$ cat src/rtl/hz_pkg.sv
package hz_pkg;
  typedef enum logic [1:0] {
    FWD_RF  = 2'd0,
    FWD_WB  = 2'd1,
    FWD_MEM = 2'd2
  } fwd_src_e;
endpackage

$ cat src/rtl/hz_fwd_sel.sv
module hz_fwd_sel
  import hz_pkg::*;
#(
  parameter int AW = 5
) (
  input  logic [AW-1:0] src,
  input  logic          mem_wen,
  input  logic [AW-1:0] mem_rd,
  input  logic          wb_wen,
  input  logic [AW-1:0] wb_rd,
  output fwd_src_e      sel
);
  logic src_nz, hit_mem, hit_wb;

  assign src_nz  = |src;
  assign hit_mem = src_nz && mem_wen && (mem_rd == src);
  assign hit_wb  = src_nz && wb_wen && (wb_rd == src);

  // younger producer (EX/MEM) overrides older one
  always_comb begin
    sel = FWD_RF;
    if (hit_wb)  sel = FWD_WB;
    if (hit_mem) sel = FWD_MEM;
  end

  always_comb begin
    AST_ZERO_NEVER_BYPASSED: assert (src != '0 || sel == FWD_RF)
      else $error("register 0 bypassed");
    AST_OLDER_NOT_OVER_YOUNGER: assert (sel != FWD_WB || !(mem_wen && mem_rd == src))
      else $error("MEM/WB chosen over EX/MEM");
  end
endmodule

$ cat src/rtl/hz_port_arb.sv
module hz_port_arb (
  input  logic fetch_req,
  input  logic mem_access,
  output logic grant_fetch,
  output logic grant_data,
  output logic conflict
);
  // the older instruction in MEM always owns the shared port
  assign grant_data  = mem_access;
  assign grant_fetch = fetch_req && !mem_access;
  assign conflict    = fetch_req && mem_access;

  always_comb begin
    AST_GRANT_EXCLUSIVE: assert ($onehot0({grant_fetch, grant_data}))
      else $error("port granted twice");
    AST_FETCH_LOSES: assert (!conflict || !grant_fetch)
      else $error("fetch won a conflict");
  end
endmodule

$ cat src/rtl/hz_stall_ctl.sv
module hz_stall_ctl #(
  parameter int AW = 5
) (
  input  logic          conflict,
  input  logic          redirect,
  input  logic          ex_load,
  input  logic          ex_wen,
  input  logic [AW-1:0] ex_rd,
  input  logic [AW-1:0] id_rs1,
  input  logic [AW-1:0] id_rs2,
  output logic          hold_pc,
  output logic          hold_ifid,
  output logic          kill_ifid,
  output logic          kill_idex
);
  logic load_use;

  assign load_use = ex_load && ex_wen && (ex_rd != '0) &&
                    ((ex_rd == id_rs1) || (ex_rd == id_rs2));

  always_comb begin
    hold_pc   = 1'b0;
    hold_ifid = 1'b0;
    kill_ifid = 1'b0;
    kill_idex = 1'b0;
    if (redirect) begin
      // wrong-path slots in IF/ID and ID/EX are discarded
      kill_ifid = 1'b1;
      kill_idex = 1'b1;
    end else if (load_use) begin
      // covers the conflict case too: fetch result is irrelevant while held
      hold_pc   = 1'b1;
      hold_ifid = 1'b1;
      kill_idex = 1'b1;
    end else if (conflict) begin
      hold_pc   = 1'b1;
      kill_ifid = 1'b1;
    end
  end

  always_comb begin
    AST_FLUSH_BEATS_STALL: assert (!redirect || (!hold_pc && !hold_ifid))
      else $error("stall during redirect");
    AST_ONE_BUBBLE_ONLY: assert (!(hold_ifid && kill_ifid))
      else $error("IF/ID both held and killed");
    AST_ZERO_NO_STALL: assert (ex_rd != '0 || redirect || conflict || !hold_pc)
      else $error("stall on register 0");
  end
endmodule

$ cat src/rtl/pipe_hazard_ctrl.sv
module pipe_hazard_ctrl
  import hz_pkg::*;
#(
  parameter int NREGS = 32,
  localparam int AW   = $clog2(NREGS)
) (
  input  logic          fetch_req,
  input  logic [AW-1:0] id_rs1,
  input  logic [AW-1:0] id_rs2,
  input  logic [AW-1:0] ex_rs1,
  input  logic [AW-1:0] ex_rs2,
  input  logic [AW-1:0] ex_rd,
  input  logic          ex_wen,
  input  logic          ex_load,
  input  logic          ex_redirect,
  input  logic          mem_access,
  input  logic [AW-1:0] mem_rd,
  input  logic          mem_wen,
  input  logic [AW-1:0] wb_rd,
  input  logic          wb_wen,
  output logic          grant_fetch,
  output logic          grant_data,
  output logic          hold_pc,
  output logic          hold_ifid,
  output logic          kill_ifid,
  output logic          kill_idex,
  output logic [1:0]    fwd_a_sel,
  output logic [1:0]    fwd_b_sel
);
  localparam int NOPS = 2;

  logic          conflict;
  logic [AW-1:0] op_src [NOPS];
  fwd_src_e      op_sel [NOPS];

  assign op_src[0] = ex_rs1;
  assign op_src[1] = ex_rs2;

  hz_port_arb u_arb (
    .fetch_req   (fetch_req),
    .mem_access  (mem_access),
    .grant_fetch (grant_fetch),
    .grant_data  (grant_data),
    .conflict    (conflict)
  );

  hz_stall_ctl #(.AW(AW)) u_stall (
    .conflict  (conflict),
    .redirect  (ex_redirect),
    .ex_load   (ex_load),
    .ex_wen    (ex_wen),
    .ex_rd     (ex_rd),
    .id_rs1    (id_rs1),
    .id_rs2    (id_rs2),
    .hold_pc   (hold_pc),
    .hold_ifid (hold_ifid),
    .kill_ifid (kill_ifid),
    .kill_idex (kill_idex)
  );

  for (genvar g = 0; g < NOPS; g++) begin : g_op
    hz_fwd_sel #(.AW(AW)) u_fwd (
      .src     (op_src[g]),
      .mem_wen (mem_wen),
      .mem_rd  (mem_rd),
      .wb_wen  (wb_wen),
      .wb_rd   (wb_rd),
      .sel     (op_sel[g])
    );
  end

  assign fwd_a_sel = op_sel[0];
  assign fwd_b_sel = op_sel[1];

  always_comb begin
    AST_LOADUSE_BUBBLES_EX: assert (ex_redirect || !hold_ifid || kill_idex)
      else $error("load-use hold without ID/EX bubble");
    AST_DATA_FOLLOWS_ACCESS: assert (grant_data == mem_access)
      else $error("data grant mismatch");
  end
endmodule

$ cat config.mk
export PLATFORM = sky130hd
export DESIGN_NAME = pipe_hazard_ctrl
export DESIGN_NICKNAME = d
export VERILOG_FILES = /design/src/rtl/hz_pkg.sv /design/src/rtl/hz_fwd_sel.sv /design/src/rtl/hz_port_arb.sv /design/src/rtl/hz_stall_ctl.sv /design/src/rtl/pipe_hazard_ctrl.sv
export SDC_FILE = /design/constraint.sdc
export NUM_CORES = 1
export LEC_CHECK = 0
export ABC_CLOCK_PERIOD_IN_PS = 1700
export CAP_MARGIN = 20
export CORE_AREA = 5 5 42 44
export DETAILED_ROUTE_END_ITERATION = 12
export DIE_AREA = 0 0 47 49
export DONT_BUFFER_PORTS = 1
export PLACE_DENSITY = 0.48
export SYNTH_ARGS = -nofsm -noshare
export SYNTH_HDL_FRONTEND = slang
export SYNTH_SLANG_ARGS = --single-unit
$ cat constraint.sdc
create_clock -name vclk -period 1.7
set_clock_uncertainty 0.15 [all_clocks]
set_input_delay 0.17 -clock vclk [all_inputs]
set_output_delay 0.17 -clock vclk [all_outputs]
set_load 0.1 [all_outputs]
==> flow_summary.json, run 1 <==
{
  "setup_tns_ps": 0,
  "wl_per_cell_um": 15.2,
  "grt_start_max_net_pins": 5,
  "finish.utilization_pct": 55.5,
  "grt_setup_unrepaired": "true",
  "hold_viol_final": 0,
  "synth_nets": 106,
  "dieHeight_um": 49,
  "grt_pass1_wl_mm": 2.09,
  "numPortBuffers": 0,
  "final_max_slew_viol_count": 0,
  "grt_pass1_vias": 521,
  "firstDrtPassIters": 2,
  "ys_seq_area_share_pct": 0,
  "track_usage_pct": 11.4,
  "netlist_area_um2": 499,
  "worstPathCellList": "or4_4 > nor2_4 > nor4_4 > nor4_4 > buf_12",
  "synthCells": 64,
  "worst_slew_pin_slew_ps": 288,
  "antenna_left": 0,
  "maxCapViolations": 0,
  "power_density_mw_per_mm2": 253,
  "num_vias": 505,
  "nClkBuffers": 0,
  "fmax_mhz": 592,
  "synthDistinctLibCells": 17,
  "syn_area_per_cell_um2": 7.80,
  "final_cells": 91,
  "finalWeightedCongestion": 0.747,
  "grt_overflow_total": 0,
  "placed_cells": 91,
  "ys.warnings.count": 0,
  "status": "complete, no violations",
  "boundaryPins": 52,
  "cp.arrival_ps": 1370,
  "final_cell_area_um2": 778,
  "cts_setup_buffers": 0,
  "layout-drive-gt1-share_pct": 36.0,
  "areaGrowthSynthToFinish_pct": 55.9,
  "path_class": "in2out",
  "nNetsFinal": 119,
  "vdd_drop_max_mv": 0.0963,
  "antenna_found_initial": 0,
  "critPathLaunchType": "input port",
  "drt_iter0_drc": 1,
  "flops_and_latches": 0,
  "holdBufCountCts": 0,
  "fillers": 134,
  "final-seq-area_um2": 0,
  "slowest_stage": "or4_4",
  "die_area_mm2": 0.00230,
  "viasPerCell": 5.55,
  "fp-row-count": 14,
  "floorplan.initialDensity_pct": 35.6,
  "fin_crit_ps": 1690,
  "place_area_um2": 778,
  "setup_viol": 0,
  "leakage_nw": 0.252,
  "max_stage_delay_ps": 530,
  "cp_max_fo": 3,
  "end_kind": "output port",
  "wl_mm": 1.39,
  "die_w_um": 47,
  "critPathMostFrequentCell": "nor4_4",
  "hold_path.class": "in2out",
  "drcViolationCount": 0,
  "diodes": 0,
  "coreArea_mm2": 0.00140,
  "cts_resized": 0,
  "slew_headroom_pct": 80.6,
  "post-route-period-util_pct": 99.3,
  "cp_data_required_time_ps": 1380
}
## layout by cell type, fill, tap and decap left out, drive strengths merged
cell,synthesis,final
a22oi,1,1
a2bb2oi,1,1
buf,3,14
inv,1,1
nand2,4,4
nand3,1,1
nand4,5,5
nor2,6,6
nor2b,1,1
nor3,3,3
nor4,4,4
o21ai,1,1
o22ai,1,1
or4,2,2
xnor2,16,16
xor2,14,14
## layer usage
layer / track usage [%] / routed length (um)
met1: 10.4 / 348
met2: 23.5 / 814
met3: 4.06 / 221
met4: 0 / 0
met5: 0 / 0
## worst paths after layout
path,slack (ps),to,depth (start not counted),from
max,10,fwd_b_sel[0],5,ex_rs2[1]
min,190,grant_data,0,mem_access
## layout make-up
cell class | count | area, um2 | area share [%]
inverter | 1 | 3.75 | 0.482
multi-input combinational | 60 | 534 | 68.6
tap | 16 | 20.0 | 2.57
timing repair buffer | 14 | 220 | 28.3
## through the flow
| step | hold WS, ps | worst slack, ps | total power, mW |
|---|---|---|---|
| detailed placement | 191 | 3.12 | 0.198 |
| global placement | 191 | 6.36 | 0.196 |
| global route | 191 | -30.0 | 0.209 |
| CTS | 191 | 1.45 | 0.199 |
| finish | 191 | 12.0 | 0.197 |
| floorplan | 365 | -574 | 0.159 |
## synth_stat cells
master	number	area share (%)
o22ai_1	1	1.3
a2bb2oi_1	1	1.8
xor2_1	14	25
nand3_1	1	1.0
nor4_2	4	10
or4_4	2	4.5
a22oi_1	1	1.5
nor2_1	4	3.0
buf_4	3	4.5
nor3_1	3	3.0
nor2_4	2	4.5
o21ai_0	1	1.0
nand2_1	4	3.0
nor2b_1	1	1.3
nand4_1	5	6.3
xnor2_1	16	28
inv_1	1	0.75
## worst max-delay path: cells and delay by family
kind | cells | cell delay [ps]
simple gates | 4 | 990
buf+inv | 1 | 210
## logic make-up (layout without fill, tap and decap cells)
| family | count (synthesis) | after routing | share of synthesized area [%] |
|---|---|---|---|
| buf+inv | 4 | 15 | 5.26 |
| compound gates | 4 | 4 | 5.51 |
| xor+xnor | 30 | 30 | 52.6 |
| simple gates | 26 | 26 | 36.6 |
## power by group
| group | leakage (nW) | internal (mW) | switching (mW) |
|---|---|---|---|
| logic | 0.252 | 0.0886 | 0.109 |
| registers | 0 | 0 | 0 |
| clock network | 0 | 0 | 0 |
Power figures use the tool's default switching activity.
==> run 2, diff against run 1 <==
Settings changed: CELL_PAD_IN_SITES_DETAIL_PLACEMENT set to 1, CELL_PAD_IN_SITES_GLOBAL_PLACEMENT set to 2, CORE_AREA 5 5 42 44 to not set, CORE_MARGIN set to 5, CORE_UTILIZATION set to 32, DIE_AREA 0 0 47 49 to not set, PLACE_DENSITY 0.48 to 0.82.
==> flow_summary.json, run 2 (synthesis gave the netlist of run 1 again) <==
{
  "violations": "setup timing",
  "die_area_mm2": 0.00245,
  "antenna_found_initial": 0,
  "fp-row-count": 14,
  "maxCapViolations": 0,
  "grt_setup_unrepaired": "true",
  "firstDrtPassIters": 2,
  "flops_and_latches": 0,
  "hold_viol_final": 0,
  "setup_ws_ps": -7.55,
  "wl_mm": 1.61,
  "fillers": 168,
  "hold_end": "grant_data",
  "cp_max_fo": 3,
  "critPathLaunchType": "input port",
  "finish.utilization_pct": 52.1,
  "layout_common_cells": "16 x xnor2_1, 14 x xor2_1, 6 x buf_12",
  "areaGrowthSynthToFinish_pct": 55.4,
  "boundaryPins": 52,
  "dp_hpwl_mm": 1.58,
  "grt_start_max_net_pins": 5,
  "nNetsFinal": 118,
  "numPortBuffers": 0,
  "mostFrequentLayoutCell": "xnor2_1",
  "cp_data_required_time_ps": 1380,
  "floorplan.initialDensity_pct": 33.5,
  "power_density_mw_per_mm2": 257,
  "setup_viol": 2,
  "hold_path.class": "in2out",
  "path_class": "in2out",
  "holdBufCountCts": 0,
  "leakage_nw": 0.248,
  "nClkBuffers": 0,
  "post-route-period-util_pct": 100,
  "drcViolationCount": 0,
  "fmax_mhz": 586,
  "setup_tns_ps": -12.4,
  "worst_slew_pin_slew_ps": 377,
  "wl_per_cell_um": 17.9,
  "track_usage_pct": 12.6,
  "min_path_cells": 0,
  "final_cell_area_um2": 776,
  "layout-drive-gt1-share_pct": 36.5,
  "end_kind": "output port",
  "dieHeight_um": 49.5,
  "grt_overflow_total": 0,
  "die_w_um": 49.5,
  "cp.arrival_ps": 1390,
  "num_vias": 516,
  "grt_pass1_vias": 590,
  "slew_headroom_pct": 74.9,
  "antenna_left": 0,
  "place_ws_ps": -25.4,
  "coreArea_mm2": 0.00149,
  "vdd_drop_max_mv": 0.0965,
  "holdCritStartpoint": "mem_access",
  "cts_setup_buffers": 0,
  "viasPerCell": 5.73,
  "fin_crit_ps": 1710,
  "place_area_um2": 771,
  "drt_iter0_drc": 1,
  "final_max_slew_viol_count": 0,
  "cts_resized": 1,
  "grt_pass1_wl_mm": 2.57,
  "final-seq-area_um2": 0,
  "status": "finished, violations left",
  "finalWeightedCongestion": 0.747,
  "diodes": 0
}
## run 2: power breakdown
| group | internal, mW | switching, mW |
|---|---|---|
| Combinational | 0.0875 | 0.112 |
| Sequential | 0 | 0 |
| Clock | 0 | 0 |
## run 2: layout make-up
type / instances / area [um2] / share of cell area (%)
inverter: 1 / 3.75 / 0.484
multi-input combinational: 60 / 539 / 69.5
tap: 16 / 20.0 / 2.58
timing repair buffer: 13 / 213 / 27.4
## run 2: worst max-delay path by stage
| stage | from | end | slack, ps | cells past startpoint |
|---|---|---|---|---|
| 2_1_floorplan | ex_rs1[0] | fwd_a_sel[0] | -570 | 4 |
| 3_3_place_gp | ex_rs2[1] | fwd_b_sel[0] | 10 | 5 |
| 3_5_place_dp | ex_rs1[0] | fwd_a_sel[0] | -30 | 5 |
| 4_1_cts | ex_rs1[0] | fwd_a_sel[0] | -20 | 5 |
| 5_1_grt | ex_rs2[1] | fwd_b_sel[0] | -50 | 5 |
| 6_report | ex_rs1[0] | fwd_a_sel[0] | -8 | 5 |
## run 2: metrics by stage
stage | power, mW | std cells | hold WS, ps
detailed placement | 0.200 | 90 | 191
global route | 0.211 | 90 | 190
floorplan | 0.159 | 64 | 365
CTS | 0.202 | 90 | 191
global placement | 0.194 | 90 | 191
finish | 0.200 | 90 | 190
## run 2: routing by layer
metal | share of wire [%] | vias up | GRT usage (%)
met5 | 0 | - | 0
met4 | 0.99 | 0 | 1.31
met3 | 14 | 2 | 5.12
met2 | 58 | 33 | 24.9
met1 | 27 | 240 | 12.3
li1 | - | 241 | -
## run 2: worst max-delay path, cell delays in order
cell and delay (ps):
or4_4 530, nor2_4 130, nor4_4 70, nor4_4 280, buf_12 210
